==> config.mk <==
export PLATFORM = sky130hd
export DESIGN_NAME = flash_mmap_reader
export DESIGN_NICKNAME = d
export VERILOG_FILES = /design/src/rtl/fsq_pkg.sv /design/src/rtl/fsq_cfg_decode.sv /design/src/rtl/fsq_half_timer.sv /design/src/rtl/fsq_rx_gather.sv /design/src/rtl/flash_mmap_reader.sv
export SDC_FILE = /design/constraint.sdc
export NUM_CORES = 1
export LEC_CHECK = 0
export BUFFER_PORTS_ARGS = -buffer_cell sky130_fd_sc_hd__clkbuf_2
export CAP_MARGIN = 20
export CORE_MARGIN = 4
export CORE_UTILIZATION = 56
export CTS_CLUSTER_DIAMETER = 30
export DETAILED_ROUTE_END_ITERATION = 6
export GPL_ROUTABILITY_DRIVEN = 0
export PLACE_DENSITY = 0.8
export SYNTH_ARGS = -nofsm -noshare
export SYNTH_HDL_FRONTEND = slang
export SYNTH_SLANG_ARGS = --single-unit
export TNS_END_PERCENT = 1
==> constraint.sdc <==
create_clock -name clk -period 3 [get_ports clk]
set_input_delay 0.6 -clock clk [delete_from_list [all_inputs] [get_ports clk]]
set_output_delay 0.6 -clock clk [all_outputs]
set_load 0.1 [all_outputs]
==> src/rtl/fsq_pkg.sv <==
package fsq_pkg;

    localparam int CSR_W        = 22;
    localparam int B_FAST       = 3;
    localparam int B_DUAL       = 4;
    localparam int B_QUAD       = 5;
    localparam int B_ALEN_LSB   = 8;
    localparam int B_WITH_CMD   = 11;
    localparam int B_DUM_LSB    = 16;
    localparam int B_A4_EN      = 20;
    localparam int B_OP4        = 21;

    typedef enum logic [3:0] {
        ST_IDLE,
        ST_SETUP,
        ST_CMD,
        ST_ADDR,
        ST_DUMMY,
        ST_DATA,
        ST_RELEASE,
        ST_DONE
    } fsq_state_e;

    typedef enum logic [1:0] {
        LANE_X1 = 2'd0,
        LANE_X2 = 2'd1,
        LANE_X4 = 2'd2
    } lane_e;

    typedef struct packed {
        logic [7:0] opcode;
        logic       with_cmd;
        logic       addr4;
        logic [3:0] dummy;
        lane_e      lanes;
    } rd_cfg_t;

endpackage

==> src/rtl/fsq_cfg_decode.sv <==
module fsq_cfg_decode
    import fsq_pkg::*;
(
    input  logic [CSR_W-1:0] csr,
    output rd_cfg_t          cfg
);

    logic [7:0] op3;
    logic [7:0] op4;
    logic       unused_csr_bits;

    assign unused_csr_bits = ^{csr[2:0], csr[7:6], csr[15:12]};

    // width bits pick the family with quad over dual over fast
    always_comb begin
        cfg.with_cmd = csr[B_WITH_CMD];
        cfg.addr4    = (csr[B_ALEN_LSB+2:B_ALEN_LSB] == 3'd4) && csr[B_A4_EN];
        cfg.dummy    = csr[B_DUM_LSB+3:B_DUM_LSB];
        if (csr[B_QUAD]) begin
            cfg.lanes = LANE_X4;
            op3       = 8'h6B;
            op4       = 8'h6C;
        end else if (csr[B_DUAL]) begin
            cfg.lanes = LANE_X2;
            op3       = 8'h3B;
            op4       = 8'h3C;
        end else if (csr[B_FAST]) begin
            cfg.lanes = LANE_X1;
            op3       = 8'h0B;
            op4       = 8'h0C;
        end else begin
            cfg.lanes = LANE_X1;
            op3       = 8'h03;
            op4       = 8'h13;
        end
        cfg.opcode = csr[B_OP4] ? op4 : op3;
    end

endmodule

==> src/rtl/fsq_half_timer.sv <==
module fsq_half_timer #(
    parameter int DIV_W = 11
) (
    input  logic             clk,
    input  logic             rst_n,
    input  logic             run,
    input  logic [DIV_W-1:0] div,
    output logic             tick
);

    logic [DIV_W-1:0] cnt;

    // one tick every div+1 clocks while running
    assign tick = run && (cnt == div);

    always_ff @(posedge clk or negedge rst_n) begin
        if (!rst_n) begin
            cnt <= '0;
        end else if (!run || tick) begin
            cnt <= '0;
        end else begin
            cnt <= cnt + 1'b1;
        end
    end

endmodule

==> src/rtl/fsq_rx_gather.sv <==
module fsq_rx_gather
    import fsq_pkg::*;
#(
    parameter int BYTES = 4
) (
    input  logic               clk,
    input  logic               rst_n,
    input  logic               clr,
    input  logic               shift,
    input  lane_e              lanes,
    input  logic [3:0]         io_in,
    output logic [8*BYTES-1:0] word
);

    localparam int RW = 8 * BYTES;

    logic [RW-1:0] rx;

    // bits per clock follow the lane count, MSB of each byte first
    always_ff @(posedge clk or negedge rst_n) begin
        if (!rst_n) begin
            rx <= '0;
        end else if (clr) begin
            rx <= '0;
        end else if (shift) begin
            unique case (lanes)
                LANE_X1: rx <= {rx[RW-2:0], io_in[1]};
                LANE_X2: rx <= {rx[RW-3:0], io_in[1:0]};
                LANE_X4: rx <= {rx[RW-5:0], io_in};
                default: rx <= rx;
            endcase
        end
    end

    // the first byte received lands in the lowest lane
    for (genvar i = 0; i < BYTES; i++) begin : g_lane
        assign word[8*i +: 8] = rx[8*(BYTES-1-i) +: 8];
    end

endmodule

==> src/rtl/flash_mmap_reader.sv <==
module flash_mmap_reader
    import fsq_pkg::*;
#(
    parameter int ADDR_W = 32,
    parameter int BYTES  = 4,
    parameter int DIV_W  = 11
) (
    input  logic               clk,
    input  logic               rst_n,
    input  logic               mm_wr,
    input  logic               mm_wdata,
    input  logic [CSR_W-1:0]   tran_csr,
    input  logic [1:0]         cs_ctrl,
    input  logic [DIV_W-1:0]   sck_div,
    input  logic               cpol,
    input  logic               cpha,
    input  logic               bus_req,
    input  logic [ADDR_W-1:0]  bus_addr,
    output logic               bus_ready,
    output logic [8*BYTES-1:0] bus_rdata,
    output logic               spi_sck,
    output logic               spi_cs_n,
    output logic [3:0]         spi_io_out,
    output logic [3:0]         spi_io_oe,
    input  logic [3:0]         spi_io_in
);

    localparam int DATA_BITS = 8 * BYTES;
    localparam int MAX_BITS  = (DATA_BITS > 32) ? DATA_BITS : 32;
    localparam int CNT_W     = $clog2(MAX_BITS + 1);
    localparam int TX_W      = 40;

    fsq_state_e       state, state_nx;
    rd_cfg_t          cfg_d, cfg_q;
    logic             mm_en;
    logic             half;
    logic [CNT_W-1:0] bitcnt, last_idx;
    logic [TX_W-1:0]  tx, tx_load;
    logic [31:0]      addr32, addr_field;
    logic             cs_n_q;
    logic             tick, run, in_bits, start, bit_end, phase_done;

    fsq_cfg_decode u_decode (
        .csr (tran_csr),
        .cfg (cfg_d)
    );

    fsq_half_timer #(.DIV_W(DIV_W)) u_timer (
        .clk   (clk),
        .rst_n (rst_n),
        .run   (run),
        .div   (sck_div),
        .tick  (tick)
    );

    fsq_rx_gather #(.BYTES(BYTES)) u_rx (
        .clk   (clk),
        .rst_n (rst_n),
        .clr   (start),
        .shift (state == ST_DATA && tick && !half),
        .lanes (cfg_q.lanes),
        .io_in (spi_io_in),
        .word  (bus_rdata)
    );

    // memory-map enable wakes up set
    always_ff @(posedge clk or negedge rst_n) begin
        if (!rst_n) begin
            mm_en <= 1'b1;
        end else if (mm_wr) begin
            mm_en <= mm_wdata;
        end
    end

    // accept only when enabled and under hardware chip select
    assign start   = (state == ST_IDLE) && bus_req && mm_en && (cs_ctrl == 2'b00);
    assign in_bits = state inside {ST_CMD, ST_ADDR, ST_DUMMY, ST_DATA};
    assign run     = !(state inside {ST_IDLE, ST_DONE});
    assign bit_end = in_bits && tick && half;

    always_comb begin
        unique case (state)
            ST_CMD:   last_idx = CNT_W'(7);
            ST_ADDR:  last_idx = cfg_q.addr4 ? CNT_W'(31) : CNT_W'(23);
            ST_DUMMY: last_idx = CNT_W'(cfg_q.dummy) - CNT_W'(1);
            ST_DATA:  last_idx = CNT_W'((DATA_BITS >> cfg_q.lanes) - 1);
            default:  last_idx = '0;
        endcase
    end

    assign phase_done = bit_end && (bitcnt == last_idx);

    // command byte then address, MSB aligned in the shifter
    assign addr32     = 32'(bus_addr);
    assign addr_field = cfg_d.addr4 ? addr32 : {addr32[23:0], 8'h00};
    assign tx_load    = cfg_d.with_cmd ? {cfg_d.opcode, addr_field} : {addr_field, 8'h00};

    always_ff @(posedge clk or negedge rst_n) begin
        if (!rst_n) begin
            state <= ST_IDLE;
        end else begin
            state <= state_nx;
        end
    end

    always_comb begin
        state_nx = state;
        unique case (state)
            ST_IDLE:    if (start) state_nx = ST_SETUP;
            ST_SETUP:   if (tick) state_nx = cfg_q.with_cmd ? ST_CMD : ST_ADDR;
            ST_CMD:     if (phase_done) state_nx = ST_ADDR;
            ST_ADDR:    if (phase_done) state_nx = (cfg_q.dummy != 4'd0) ? ST_DUMMY : ST_DATA;
            ST_DUMMY:   if (phase_done) state_nx = ST_DATA;
            ST_DATA:    if (phase_done) state_nx = ST_RELEASE;
            ST_RELEASE: if (tick) state_nx = ST_DONE;
            ST_DONE:    state_nx = ST_IDLE;
            default:    state_nx = ST_IDLE;
        endcase
    end

    always_ff @(posedge clk or negedge rst_n) begin
        if (!rst_n) begin
            cfg_q  <= '0;
            tx     <= '0;
            half   <= 1'b0;
            bitcnt <= '0;
            cs_n_q <= 1'b1;
        end else if (start) begin
            cfg_q  <= cfg_d;
            tx     <= tx_load;
            half   <= 1'b0;
            bitcnt <= '0;
            cs_n_q <= 1'b0;
        end else if (in_bits && tick) begin
            if (!half) begin
                half <= 1'b1;
            end else begin
                half   <= 1'b0;
                bitcnt <= (bitcnt == last_idx) ? '0 : bitcnt + 1'b1;
                if (state == ST_CMD || state == ST_ADDR) begin
                    tx <= {tx[TX_W-2:0], 1'b0};
                end
                // release chip select right after the last data clock
                if (state == ST_DATA && bitcnt == last_idx) begin
                    cs_n_q <= 1'b1;
                end
            end
        end
    end

    // Outputs. R10: the first half of every bit holds cpol^cpha, the second its inverse
    always_comb begin
        spi_cs_n   = cs_n_q;
        spi_sck    = in_bits ? (half ? (cpol ^ ~cpha) : (cpol ^ cpha)) : cpol;
        spi_io_out = {3'b000, tx[TX_W-1]};
        spi_io_oe  = (state == ST_CMD || state == ST_ADDR) ? 4'b0001 : 4'b0000;
        bus_ready  = (state == ST_DONE);
    end

    AST_READY_CS_HIGH: assert property (@(posedge clk) disable iff (!rst_n)
        bus_ready |-> spi_cs_n);
    AST_READY_PULSE: assert property (@(posedge clk) disable iff (!rst_n)
        bus_ready |=> !bus_ready);
    AST_DISABLED_STAYS_IDLE: assert property (@(posedge clk) disable iff (!rst_n)
        (state == ST_IDLE && !mm_en) |=> (state == ST_IDLE));
    AST_SOFT_CS_BLOCKS: assert property (@(posedge clk) disable iff (!rst_n)
        (state == ST_IDLE && cs_ctrl != 2'b00) |=> spi_cs_n);
    AST_DRIVE_ONLY_SELECTED: assert property (@(posedge clk) disable iff (!rst_n)
        (spi_io_oe != 4'b0000) |-> !spi_cs_n);
    AST_DUMMY_UNDRIVEN: assert property (@(posedge clk) disable iff (!rst_n)
        (state == ST_DUMMY) |-> (spi_io_oe == 4'b0000));
    AST_SCK_REST_DESELECTED: assert property (@(posedge clk) disable iff (!rst_n)
        spi_cs_n |-> (spi_sck == cpol));

endmodule

Word level (Yosys, flattened, before mapping). Index checks and enable logic that the tools add are counted.

Register bits: 104. Input port bits: 78. Output and inout bits: 43. Logic and storage cells: 116.

Add/subtract/negate cells: 4. Equality and inequality tests: 19. Shift operators: 1. Multiplexer cells: 45. Bitwise logic cells: 3. Reduce and logical (&&, ||, !) cells: 32.

Operators by type and width (number): $mux 40 (5); $mux 32 (3); $pmux 32 s3 (1); $mux 8 (5); $mux 4 (9); $pmux 4 s7 (1); $mux 6 (4); $pmux 6 s4 (1); $eq 4x3->1 const B (4); $ne 2x2->1 const B (7); $mux 1 (13); $reduce_bool 2->1 (6); $reduce_bool 4->1 (3); $add 11x1->11 const B (1); $eq 11x11->1 (1); $logic_and 1x1->1 (11); $mux 11 (1); $eq 4x2->1 const B (2); $reduce_and 7->1 (1); $add 6x1->6 const B (1); $eq 6x6->1 (1); $reduce_and 3->1 (2); $shr 6x2->6 const A (1); $sub 6x2->6 const B (1); 14 further kinds (19).

Longest topological paths before layout.
Depth after elaboration: 9. Depth in mapped cells: 9. Depth with buffers taken out: 8.

By module. Synthesis repeated with hierarchy kept, for this count alone.

Cell total of the unflattened synthesis: 713. Area total of the unflattened synthesis: 6361.1 um^2.

Modules (own cells, without submodules): flash_mmap_reader (times used 1, cells an instance 438, area an instance 3769.9 um^2, sequential area each 1503.9 um^2); fsq_rx_gather (times used 1, cells an instance 190, area an instance 1818.0 um^2, sequential area each 800.8 um^2); fsq_half_timer (times used 1, cells an instance 65, area an instance 644.4 um^2, sequential area each 275.3 um^2); fsq_cfg_decode (times used 1, cells an instance 20, area an instance 128.9 um^2, sequential area each 0.0 um^2).

Least setup slack after synthesis. OpenSTA, ideal clock, no wires.

Path kind: reg-to-output. From: reg state[1]. To: out spi_sck. Data arrival time: 2.379 ns. Setup slack: 0.021 ns. Stages on the path, launching flop included: 4. Path buffers: 0. Cell sequence: dfrtp_1 > xor2_1 > nand2_1 > xnor2_1.

Word-level cells in the longest chain between the ends: 3.

RTL lines: from (decl) (RTL line flash_mmap_reader.sv:33) `fsq_state_e state, state_nx;`; from (signal assigned) (RTL line flash_mmap_reader.sv:102) `state <= state_nx;`; $eq 4x2->1 or $eq 4x3->1 (tied branches) (RTL line flash_mmap_reader.sv:77) `assign in_bits = state inside {ST_CMD, ST_ADDR, ST_DUMMY, ST_DATA};`; $reduce_bool 4->1 * (RTL line flash_mmap_reader.sv:77); $mux 1 * (RTL line flash_mmap_reader.sv:154) `spi_sck = in_bits ? (half ? (cpol ^ ~cpha) : (cpol ^ cpha)) : cpol;`; to (decl) (RTL line flash_mmap_reader.sv:21) `output logic spi_sck,`.

Mark *: on every way between the ends. The rest lies on a longest branch, timed or not.

Worst setup path after layout. Ends and elaborated chain as after synthesis.

==> flow_summary.toml <==
[timing]
final_hold_viol_count = 0
finalSetupViolCount = 0
fin_worst_skew_ns = 0.00868
max_freq_mhz = 357
setup_ws_ns = 0.201
grt_setup_unrepaired = "false"
final_max_slew_viol_count = 0
worst_slew_pin_slew_ns = 0.594
finalSetupTns_ns = 0
period_share_pct = 93.3
period_needed_ns = 2.80
slew_headroom_pct = 59.9

[critical_path]
cp_max_fo = 16
critPathLaunchType = "flip-flop"
arrival_ns = 2.20
reg2reg_from = "u_timer.cnt[5]$_DFF_PN0_"
worstSetupEndpointType = "output port"
crit_type = "flip-flop to output port"
reg2reg_to = "u_rx.rx[14]$_DFFE_PN0P_"
cp_data_required_time_ns = 2.40
worstRegToRegCells = 7
r2r_slack_ns = 0.23

[die]
die-height_um = 115
die_width_um = 115
initial_core_util_pct = 58.2
rows = 38
pin_count = 121
core_mm2 = 0.0110
die_area_mm2 = 0.0132

[synth]
synthFlopType = "dfrtp_1"
synth_area_mm2 = 0.00639
synth_area_leaders = "dfrtp_1 40%, nand2_1 5.6%, o21ai_0 4.8%, o21ai_2 4.4%, nor2_1 3.8%"
synth_edf_count = 0
ys_types = 55
yosys_warnings = 0
ys_top_cells_by_count = "101 x dfrtp_1, 95 x nand2_1, 64 x nor2_1"
synth.most_common_cell = "dfrtp_1"
seq_area_frac_synth_pct = 40.4
yosysTopAreaCellShare_pct = 39.5
ys_ff_latch = 103
syn_avg_cell_area_um2 = 8.73
postSynth.asyncResetShare_pct = 100
synth_top_area_cell = "dfrtp_1"
synth_cells = 732

[run]
maxCapViolations = 0

[layout]
antenna_cells = 0
fin_cells = 952
synthToLayoutAreaGrowth_pct = 14.6
drive_above_1_share_pct = 25.6
fin_area_mm2 = 0.00733
nFillCells = 883
nNetsFinal = 894

[placement]
hpwl_mm = 10.7
dp.cells = 936
post-place-ws_ns = 0.0108
port-buffer-count = 105
place_area_mm2 = 0.00700

[clock_tree]
cts.sinks = 103
cts_htree_levels = 3
clockRootBuffer = "clkbuf_16"
post-cts-setup-buffers = 0
cts-buffers-inserted = 9
path_clk_slew_ns = 0.07
clkLatencyLatePin_ns = 0.34
cts_resized = 0
cts_tree = "built"
cts_buffer_depth = 2
hold_buffers = 0

[power_and_ir_drop]
power_density_mw_per_mm2 = 710
ir_drop_mv = 0.469
leakagePower_nw = 3.24

[global_routing]
grt_use_total_pct = 23.9
grt_max_degree = 65
grt_pass1_vias = 5532
grt_pass1_wl_mm = 26.1
grt-ovfl-total = 0
antenna_found_initial = 0

[drt]
wl_per_cell_um = 16.3
ant_nets = 0
drtIter0Drc = 492
firstDrtPassIters = 6
drc = 0
num_vias = 5663
vias_per_cell = 5.95
drt_wl_total_mm = 15.5

[hold_path]
hold_path.class = "input pin to async pin"

[outcome]
outcome = "finished clean"
[worst max path at each step]
stage | startpoint | slack (ns) | depth (start not counted) | to
after floorplan | cpha | 0.02 | 3 | spi_sck
after detailed placement | sck_div[7] | 0.01 | 8 | u_rx.rx[2]$_DFFE_PN0P_
after CTS | u_timer.cnt[7]$_DFF_PN0_ | 0.24 | 7 | u_rx.rx[10]$_DFFE_PN0P_
after global placement | sck_div[1] | 0.08 | 8 | u_rx.rx[11]$_DFFE_PN0P_
final | state[1]$_DFFE_PN0P_ | 0.20 | 4 | spi_sck
after global routing | u_timer.cnt[7]$_DFF_PN0_ | 0.13 | 7 | u_rx.rx[3]$_DFFE_PN0P_
[cell families after synthesis]
logic type	Yosys count	share of synthesized area, %
AOI/OAI and AO/OA	224	23.4
other	1	0.0587
buffers and inverters	76	5.72
muxes	32	5.34
DFF	103	40.4
and+or+nand+nor	254	18.9
xor gates and xnor gates	34	4.66
adders and majority gates	8	1.57
[final cells by class]
type / count / area, um^2 / share of cell area, %
clock buffer: 12 / 246 / 3.36
clock inverter: 3 / 67.6 / 0.922
inverter: 12 / 45.0 / 0.615
multi-input combinational: 558 / 3500 / 47.7
sequential: 103 / 2580 / 35.2
tap: 140 / 175 / 2.39
timing repair buffer: 124 / 716 / 9.77
[critical path, stage by stage, from the launching register on]
cell	delay, ns
dfrtp_1	0.65
xor2_1	0.41
nand2_1	0.17
xnor2_1	0.16
clkbuf_2	0.47
[sequential cells by signal, indices dropped and copies added, names as in the netlist]
name,cells
half,1
bitcnt,6
u_rx.rx,32
mm_en,1
cfg_q,8
state,3
spi_cs_n,1
tx,40
u_timer.cnt,11
[per-stage QoR]
| step | hold WS (ns) | utilization [%] | total power [mW] |
|---|---|---|---|
| after global placement | 0.453 | 63.7 | 3.85 |
| final | 0.246 | 66.7 | 5.20 |
| after CTS | 0.259 | 66.6 | 5.21 |
| after detailed placement | 0.455 | 63.7 | 3.94 |
| after global routing | 0.291 | 66.7 | 5.58 |
| after floorplan | 0.304 | - | 3.50 |
[power by group]
part           total (mW)  switching, mW  internal [mW]
sequential           1.97          0.248           1.73
combinational        1.98           1.29          0.689
clock                1.25          0.498          0.751
[cells in the final DEF (no fill, tap or decap), drive strengths merged, types with 3 or more instances in the layout]
master  count
nand2b      5
nor2       64
and2        3
and3        4
a22o        4
o21ai      94
o211ai     14
or4         4
nor3        5
a22oi      30
a21o        3
a211oi     10
inv        12
xnor2      23
a21oi      36
buf        20
nand3b      3
nor4        5
nor2b       4
mux2i      15
conb        6
nand4b      3
mux2       17
ha          8
nand3      47
a31oi       8
nand2      95
a221oi     10
nand4       4
o21a        5
clkbuf    116
xor2       11
dfrtp     101
[layer usage]
layer / part of all wire (%) / track usage (%) / wire (um) / up-vias
li1: - / - / - / 2768
met1: 44 / 32.8 / 6780 / 2694
met2: 50 / 40.2 / 7720 / 174
met3: 4.7 / 2.68 / 730 / 27
met4: 1.6 / 7.28 / 255 / 0
met5: 0 / 0 / 0 / -
Note: power is estimated with default switching activity, not from simulation.
